## src/rtl/i2c_byte_master.sv

```systemverilog
module i2c_byte_master #(
  parameter int MW = 4,
  parameter int NW = 3
) (
  input  logic       clk,
  input  logic       rst_n,
  input  logic       reg_wr,
  input  logic [1:0] reg_addr,
  input  logic [7:0] reg_wdata,
  output logic [7:0] reg_rdata,
  output logic       irq,
  output logic       scl_oe,
  input  logic       scl_in,
  output logic       sda_oe,
  input  logic       sda_in
);
  localparam int CW = MW + (1 << NW);
  localparam logic [7:0] ST_START = 8'h08, ST_RSTART = 8'h10, ST_ARB = 8'h38, ST_NONE = 8'hF8;

  typedef enum logic [1:0] {E_IDLE, E_START, E_BIT, E_STOP} eng_t;
  typedef enum logic [1:0] {K_A1, K_A2, K_WR, K_RD} kind_t;

  eng_t          eng;
  kind_t         kind, nk;
  logic [1:0]    ph;
  logic [3:0]    bitn;
  logic [CW-1:0] cnt, period_m1;
  logic [MW-1:0] m_r;
  logic [NW-1:0] n_r;
  logic [7:0]    data_r, sh, status;
  logic iflg, ack_en, en, ie, in_xfer, after_start, need_a2, rw, tcand, got_ack;

  assign period_m1 = ((CW'(m_r) + CW'(1)) << n_r) - CW'(1);

  wire ctrl_wr  = reg_wr && reg_addr == 2'd1;
  wire can_go   = ctrl_wr && eng == E_IDLE && reg_wdata[6] && !reg_wdata[3] && (iflg || !in_xfer);
  wire go_start = can_go && reg_wdata[5];
  wire go_stop  = can_go && !reg_wdata[5] && reg_wdata[4] && in_xfer;
  wire go_byte  = can_go && !reg_wdata[5] && !reg_wdata[4] && in_xfer;
  wire tick     = eng != E_IDLE && cnt == '0 && !(ph == 2'd2 && !scl_in);

  assign irq = iflg && ie;

  always_comb begin
    if (after_start)  nk = K_A1;
    else if (need_a2) nk = K_A2;
    else if (rw)      nk = K_RD;
    else              nk = K_WR;
  end

  always_comb begin
    case (reg_addr)
      2'd0:    reg_rdata = data_r;
      2'd1:    reg_rdata = {ie, en, 2'b00, iflg, ack_en, 2'b00};
      2'd2:    reg_rdata = status;
      default: reg_rdata = 8'h00;
    endcase
  end

  always_ff @(posedge clk or negedge rst_n) begin
    if (!rst_n) begin
      eng <= E_IDLE; kind <= K_A1; ph <= '0; bitn <= '0; cnt <= '0;
      m_r <= '0; n_r <= '0; data_r <= '0; sh <= '0; status <= ST_NONE;
      iflg <= 1'b0; ack_en <= 1'b0; en <= 1'b0; ie <= 1'b0;
      in_xfer <= 1'b0; after_start <= 1'b0; need_a2 <= 1'b0; rw <= 1'b0;
      tcand <= 1'b0; got_ack <= 1'b0; scl_oe <= 1'b0; sda_oe <= 1'b0;
    end else if (reg_wr && reg_addr == 2'd3) begin
      eng <= E_IDLE; status <= ST_NONE; iflg <= 1'b0; ack_en <= 1'b0;
      en <= 1'b0; ie <= 1'b0; in_xfer <= 1'b0; after_start <= 1'b0;
      need_a2 <= 1'b0; rw <= 1'b0; scl_oe <= 1'b0; sda_oe <= 1'b0;
    end else begin
      if (reg_wr && reg_addr == 2'd0 && eng == E_IDLE) data_r <= reg_wdata;
      if (reg_wr && reg_addr == 2'd2) begin
        m_r <= reg_wdata[NW+MW-1:NW];
        n_r <= reg_wdata[NW-1:0];
      end
      if (ctrl_wr) begin
        ack_en <= reg_wdata[2];
        en     <= reg_wdata[6];
        ie     <= reg_wdata[7];
        if (!reg_wdata[3]) iflg <= 1'b0;
      end
      if (go_start || go_stop || go_byte) begin
        ph <= '0; bitn <= '0; cnt <= period_m1; status <= ST_NONE;
      end
      if (go_start) eng <= E_START;
      if (go_stop)  eng <= E_STOP;
      if (go_byte) begin
        eng  <= E_BIT;
        kind <= nk;
        sh   <= (nk == K_RD) ? 8'h00 : data_r;
        if (after_start) begin
          rw    <= data_r[0];
          tcand <= data_r[7:3] == 5'b11110;
        end
      end

      if (eng != E_IDLE) begin
        if (!tick) begin
          if (cnt != '0) cnt <= cnt - CW'(1);
        end else begin
          cnt <= period_m1;
          ph  <= ph + 2'd1;
          unique case (eng)
            E_START: unique case (ph)
              2'd0: sda_oe <= 1'b0;
              2'd1: scl_oe <= 1'b0;
              2'd2: sda_oe <= 1'b1;
              default: begin
                scl_oe <= 1'b1; eng <= E_IDLE; iflg <= 1'b1;
                status <= in_xfer ? ST_RSTART : ST_START;
                in_xfer <= 1'b1; after_start <= 1'b1; need_a2 <= 1'b0;
              end
            endcase
            E_STOP: unique case (ph)
              2'd0: sda_oe <= 1'b1;
              2'd1: scl_oe <= 1'b0;
              default: begin
                sda_oe <= 1'b0; eng <= E_IDLE; in_xfer <= 1'b0;
                after_start <= 1'b0; need_a2 <= 1'b0;
              end
            endcase
            E_BIT: unique case (ph)
              2'd0: sda_oe <= bitn[3] ? (kind == K_RD && ack_en) : (kind != K_RD && !sh[7]);
              2'd1: scl_oe <= 1'b0;
              2'd2: begin
                if (bitn[3]) got_ack <= !sda_in;
                else if (kind != K_RD && !sda_oe && !sda_in) begin
                  sda_oe <= 1'b0; scl_oe <= 1'b0; eng <= E_IDLE; status <= ST_ARB;
                  iflg <= 1'b1; in_xfer <= 1'b0; after_start <= 1'b0; need_a2 <= 1'b0;
                end else sh <= {sh[6:0], sda_in};
              end
              default: begin
                scl_oe <= 1'b1;
                if (!bitn[3]) bitn <= bitn + 4'd1;
                else begin
                  sda_oe <= 1'b0; eng <= E_IDLE; iflg <= 1'b1; after_start <= 1'b0;
                  unique case (kind)
                    K_A1: begin
                      status  <= rw ? (got_ack ? 8'h40 : 8'h48) : (got_ack ? 8'h18 : 8'h20);
                      need_a2 <= got_ack && tcand;
                    end
                    K_A2: begin
                      status  <= rw ? (got_ack ? 8'hE0 : 8'hE8) : (got_ack ? 8'hD0 : 8'hD8);
                      need_a2 <= 1'b0;
                    end
                    K_WR: status <= got_ack ? 8'h28 : 8'h30;
                    default: begin
                      status <= ack_en ? 8'h50 : 8'h58;
                      data_r <= sh;
                    end
                  endcase
                end
              end
            endcase
            default: eng <= E_IDLE;
          endcase
        end
      end
    end
  end

  a_r2_flag_engine_idle: assert property (@(posedge clk) disable iff (!rst_n)
    iflg |-> eng == E_IDLE);
  a_r11_scl_held: assert property (@(posedge clk) disable iff (!rst_n)
    (iflg && in_xfer) |-> scl_oe);
  a_r7_nostatus_noflag: assert property (@(posedge clk) disable iff (!rst_n)
    status == ST_NONE |-> !iflg);
  a_r9_arb_release: assert property (@(posedge clk) disable iff (!rst_n)
    status == ST_ARB |-> (!scl_oe && !sda_oe && !in_xfer));
endmodule

```

## config.mk

```make
export PLATFORM = sky130hd
export DESIGN_NAME = i2c_byte_master
export DESIGN_NICKNAME = d
export VERILOG_FILES = /design/src/rtl/i2c_byte_master.sv
export SDC_FILE = /design/constraint.sdc
export NUM_CORES = 1
export LEC_CHECK = 0
export ABC_AREA = 1
export ABC_CLOCK_PERIOD_IN_PS = 6100
export BUFFER_PORTS_ARGS = -buffer_cell sky130_fd_sc_hd__buf_2
export CAP_MARGIN = 20
export CORE_MARGIN = 2
export CORE_UTILIZATION = 36
export CTS_CLUSTER_DIAMETER = 40
export CTS_CLUSTER_SIZE = 8
export DETAILED_ROUTE_END_ITERATION = 6
export PLACE_DENSITY_LB_ADDON = 0.25
export REMOVE_ABC_BUFFERS = 1
export SYNTH_ARGS = -nofsm -noshare
export SYNTH_HDL_FRONTEND = slang
export SYNTH_SLANG_ARGS = --single-unit
```

## constraint.sdc

```tcl
create_clock -name clk -period 6.1 [get_ports clk]
set_input_delay 0.305 -clock clk [delete_from_list [all_inputs] [get_ports clk]]
set_output_delay 0.305 -clock clk [all_outputs]
set_load 0.02 [all_outputs]
```

# Word level (Yosys, flattened, before mapping)
# Index checks and enable logic that the tools add are counted.
dict set report classes {
  shift 1
  n_addsub 5
  n_eq_ne 31
  n_mux 123
  bitwise 1
  reduce_logical 63
}
# cell count
set ops {}
lappend ops {{8-bit two-way mux} 23}
lappend ops {{12-bit two-way mux} 4}
lappend ops {{8-bit one-hot mux with 3 select lines} 2}
lappend ops {{1-bit two-way mux} 44}
lappend ops {{4-bit two-way mux} 10}
lappend ops {{3-bit inequality test (second input constant)} 11}
lappend ops {{2-bit two-way mux} 16}
lappend ops {{8-bit one-hot mux with 2 select lines} 2}
lappend ops {{1-bit logical AND} 24}
lappend ops {{12-bit by 1-bit subtractor with 12-bit output (second input constant)} 2}
lappend ops {{1-bit one-hot mux with 3 select lines} 7}
lappend ops {{9-bit AND reduction} 2}
lappend ops {{2-bit equality test (second input constant)} 8}
lappend ops {{4-bit inequality test (second input constant)} 4}
lappend ops {{1-bit one-hot mux with 2 select lines} 8}
lappend ops {{8-bit AND reduction} 2}
lappend ops {{12-bit logical NOT} 1}
lappend ops {{6-bit two-way mux} 2}
lappend ops {{12-bit nonzero test} 1}
lappend ops {{2-bit nonzero test} 6}
lappend ops {{5-bit by 3-bit << shifter with 12-bit output} 1}
lappend ops {{5-bit two-way mux} 2}
lappend ops {{5-bit inequality test (second input constant)} 2}
lappend ops {{10-bit AND reduction} 1}
lappend ops {{19 further kinds} 39}
dict set report totals {
  input_bits 15
  reg_bits 65
  output_inout_bits 11
  elab_cells 246
}

# Logic depth before layout (Yosys ltp)
dict set report depth {
  depth_word 19
  depth_mapped 19
  mapped_depth_nobuf 19
}

# Worst setup path before layout
# OpenSTA, ideal clock, no wires.
dict set report synth_timing {
  path_type {reg-to-reg}
  start {register m_r[0]}
  end {register cnt[8]}
  arrival_time_ps 2116
  path_stages_with_launch 17
  n_path_buf 0
  required_ps 5984
  setup_time_ps 116
  period_less_slack_ps 2232
  path_slack_ps 3868
  cell_sequence {dfrtp_1 -> ha_1 -> o21ai_0 -> nor2_1 -> nand2_1 -> ha_1 -> nand2_1 -> inv_1 -> nand2_1 -> nor2_2 -> nand2_1 -> o21bai_1 -> nand3_1 -> nand3_1 -> o21ai_0 -> inv_1 -> nand2_1}
}
dict set report synth_via {
  elab_chain_cells 7
}
# element line
set synth_lines {}
lappend synth_lines {{from (decl)} 28} ;# logic [MW-1:0] m_r;
lappend synth_lines {{from (signal assigned)} 74} ;# m_r <= reg_wdata[NW+MW-1:NW];
lappend synth_lines {{4-bit by 1-bit adder with 5-bit output *} 33} ;# assign period_m1 = ((CW'(m_r) + CW'(1)) << n_r) - CW'(1);
lappend synth_lines {{5-bit by 3-bit << shifter with 12-bit output *} 33}
lappend synth_lines {{12-bit by 1-bit subtractor with 12-bit output *} 33}
lappend synth_lines {{12-bit two-way mux} 83} ;# if (go_start || go_stop || go_byte) begin
lappend synth_lines {{12-bit two-way mux} 100} ;# if (cnt != '0) cnt <= cnt - CW'(1);
lappend synth_lines {{12-bit two-way mux} 99} ;# if (!tick) begin
lappend synth_lines {{12-bit two-way mux *} 98} ;# if (eng != E_IDLE) begin
lappend synth_lines {{to (signal assigned)} 100}
lappend synth_lines {{to (signal assigned)} 102} ;# cnt <= period_m1;
lappend synth_lines {{to (decl)} 27} ;# logic [CW-1:0] cnt, period_m1;
# Every way passes the cells marked *; elsewhere a longest branch is shown, timed or not.
# A chain may end at the register's enable or synchronous reset.

# Worst setup path after layout
dict set report layout_timing {
  start {register cnt[0]}
  end {register sh[7]}
}
dict set report layout_via {
  elab_chain_cells 5
}
# element line
set layout_lines {}
lappend layout_lines {{12-bit logical NOT} 40} ;# wire tick = eng != E_IDLE && cnt == '0 && !(ph == 2'd2 && !scl_in);
lappend layout_lines {{1-bit logical AND (2 in series)} 40}
lappend layout_lines {{8-bit two-way mux} 99}
lappend layout_lines {{8-bit two-way mux} 98}
lappend layout_lines {{to (signal assigned)} 91} ;# sh <= (nk == K_RD) ? 8'h00 : data_r;
lappend layout_lines {{to (signal assigned)} 131} ;# end else sh <= {sh[6:0], sda_in};
lappend layout_lines {{to (decl)} 30} ;# logic [7:0] data_r, sh, status;
# Every way passes these cells.

==> impl_results.md <==
- Slew at the pin with the worst max-slew slack: 0.874 ns
- GRT overflow: 0
- H-tree Lvls: 3
- Yosys warns: 0
- Post-Layout Inst Area: 5640 µm²
- Io pins: 26
- Relative slew margins: 41.7%
- GRT Total Usage: 20.3%
- Largest net degree at the start of global routing: 66
- #FFs+latches synth: 65
- Floorplan row count: 43
- Mapped Cells: 744
- Crit-path cells: inv_1 -> ha_1 -> nand3_2 -> nor2_2 -> nand2_2 -> nor3_4 -> o21ai_2 -> nor2_4 -> inv_2 -> nor2_4 -> nand3_4 -> inv_2 -> nand2_1 -> nand3_1 -> o21ai_0
- Syn Area/Cell: 6.79 µm²
- Hold Crit Class: in2async
- Number of global-route vias before repair: 4852
- Clk Tree Root Cell: clkbuf_16
- Post-synth ARST share: 100%
- Hold slack: 0.150 ns
- Clock buffer depth: 2
- CP Buf/Inv Count: 3
- Outcome: complete, no violations
- Post-CTS setup buffers: 0
- GPL Wtd Cong: 0.927
- Maxcap violations: 0
- Most common cell after layout, fill and taps aside: nand2_1
- Multi-input gate area: 2850 µm²
- Placed inst area: 5330 µm²
- Cts-stage hold buffer count: 0
- Arrival time worst endpoint: 3.49 ns
- CP endpoint kind: flip-flop
- First-pass GRT wire length: 24000 µm
- Clock slew seen by the registers of the worst setup and hold paths: 0.06 ns
- Router iterations before antenna repair: 5
- CP max-delay cell: nor3_4
- Seq/Total Area, Yosys: 32.3%
- Ant diodes: 0
- # resized after CTS: 0
- Area delta synth->final: 11.6%
- DR iter-0 viols: 325
- Post-DRT Antenna Nets: 0
- Fillers: 1513
- Routed len/inst: 15.0 µm
- Total number of vias: 5016
- CTS Buf Count: 9
- Final Core Density: 40.9%
- Top delay family on crit path: simple AND/OR/NAND/NOR gates
- Critical path startpoint category: flip-flop
- Share of cells above drive strength 1: 10.3%
- IO Port Bufs: 25
- Max-slew violations: 0
- Fmax: 304 MHz
- Clk_skew: 0.00954 ns
- Post-layout minimum cycle time: 3.29 ns
- Post-synth EDFFs: 0
- Worst Setup Path Type: reg2reg
- Initial antenna violation count: 0
- DRT Wirelength: 14200 µm
- Cell variety after synth: 50
- TNS Setup: 0 ns
- Clock Latency Late Sink: 0.34 ns
- Core Area: 13800 µm²
- Initial Utilization: 36.7%
- Slowest stage delay, CP: 0.49 ns
- Setup violators final: 0
- Max rail drop VDD: 0.199 mV
- Final Hold Viols: 0
- CP required: 6.30 ns
- Die height: 122 µm
- # DRC: 0
- LEAKAGE: 2.72 nW
- CP Max Fanout: 21
- P per Cell Area: 374 nW/µm²
- Top_reg_cell synth: dfrtp_1
- Final #Nets: 792
- Storage cell area: 1630 µm²
- Placed wire-length estimate: 10500 µm
- Clk sinks: 65
- Most frequent cells in the layout: nand2_1 (186), inv_1 (113), nand3_1 (75)
- Die Area: 15000 µm²
- DIE WIDTH: 122 µm
- Vias per cell: 5.30
- Mapped Area: 5050 µm²
- Crit share post-route: 54.0%
- RSZ-0062 raised after global routing: false
- CTS tree: yes
==> area by class of cell <==
type	instances	area share (%)
clock buffer	10	4.24
clock inverter	6	1.31
inverter	124	8.26
multi-input combinational	534	50.6
sequential	65	29.0
tap	180	3.99
timing repair buffer	28	2.62
==> flip-flops by register name, indices dropped and copies added, names as in the netlist, 2 cells and up <==
name,cells
sh,8
data_r,8
ph,2
kind,2
cnt,12
status,8
n_r,3
m_r,4
eng,2
bitn,4
==> cell families (layout without fill, tap and decap cells) <==
family | after synthesis | count (layout) | share of synthesized area [%]
xor gates and xnor gates | 10 | 10 | 1.73
buffers and inverters | 145 | 168 | 11.3
AOI/OAI and AO/OA | 162 | 162 | 20.5
DFF | 65 | 65 | 32.3
adders and majority gates | 15 | 15 | 3.71
and+or+nand+nor | 347 | 347 | 30.5
==> metal layers <==
layer / vias to the layer above / GRT usage, % / wire length [µm]
met5: - / 0 / 0
met4: 0 / 6.39 / 286
met3: 22 / 4.23 / 616
met2: 128 / 33.4 / 6630
met1: 2331 / 26.8 / 6670
li1: 2535 / - / -
==> metrics by stage <==
step | setup slack (ns) | total power, mW | cells
6_report | 2.81 | 2.11 | 947
5_1_grt | 2.46 | 2.29 | 947
4_1_cts | 2.81 | 2.12 | 947
3_5_place_dp | 2.82 | 1.56 | 931
3_3_place_gp | 2.87 | 1.56 | 931
2_1_floorplan | 2.92 | 1.33 | 723
==> cells in the mapped netlist (3+ instances only) <==
cell type,count,share of area (%)
xor2_1,6,1.0
clkbuf_1,11,0.82
xnor2_1,4,0.69
o22ai_1,13,1.6
o211ai_1,14,2.1
inv_1,113,8.4
a21oi_1,10,0.99
ha_1,15,3.7
dfrtp_1,60,30
nand3_1,76,7.5
o21ai_0,66,6.5
nor2_2,4,0.50
dfstp_2,5,2.6
nor3_1,13,1.3
nor2_1,45,3.3
clkinv_1,3,0.22
nand2_1,186,14
o21ai_1,11,1.1
inv_2,8,0.59
buf_2,4,0.40
o221ai_1,14,2.4
nand4_1,8,0.99
a31oi_1,7,0.87
o31ai_1,5,0.74
o211ai_2,4,0.99
o21bai_1,4,0.59
==> power by group <==
| group | leakage (nW) | internal [mW] | switching (mW) |
|---|---|---|---|
| clock network | 0.154 | 0.332 | 0.213 |
| logic | 1.73 | 0.316 | 0.599 |
| registers | 0.831 | 0.542 | 0.107 |
| total | 2.72 | 1.19 | 0.918 |
==> path summary, 6_finish.rpt <==
| check | from | cells past startpoint | slack (ns) | end |
|---|---|---|---|---|
| max | cnt[0]$_DFFE_PN0N_ | 15 | 2.81 | sh[7]$_DFFE_PN0N_ |
| min | rst_n | 2 | 0.15 | n_r[1]$_DFFE_PN0P_ |
| max reg2reg | cnt[0]$_DFFE_PN0N_ | 15 | 2.81 | sh[7]$_DFFE_PN0N_ |
| min reg2reg | cnt[1]$_DFFE_PN0N_ | 2 | 0.49 | cnt[1]$_DFFE_PN0N_ |
| max in group asynchronous | rst_n | 2 | 5.37 | cnt[7]$_DFFE_PN0N_ |
| min in group clk | sda_in | 2 | 0.20 | got_ack$_DFFE_PN0P_ |
No activity file was read; power rests on OpenSTA's default activity.
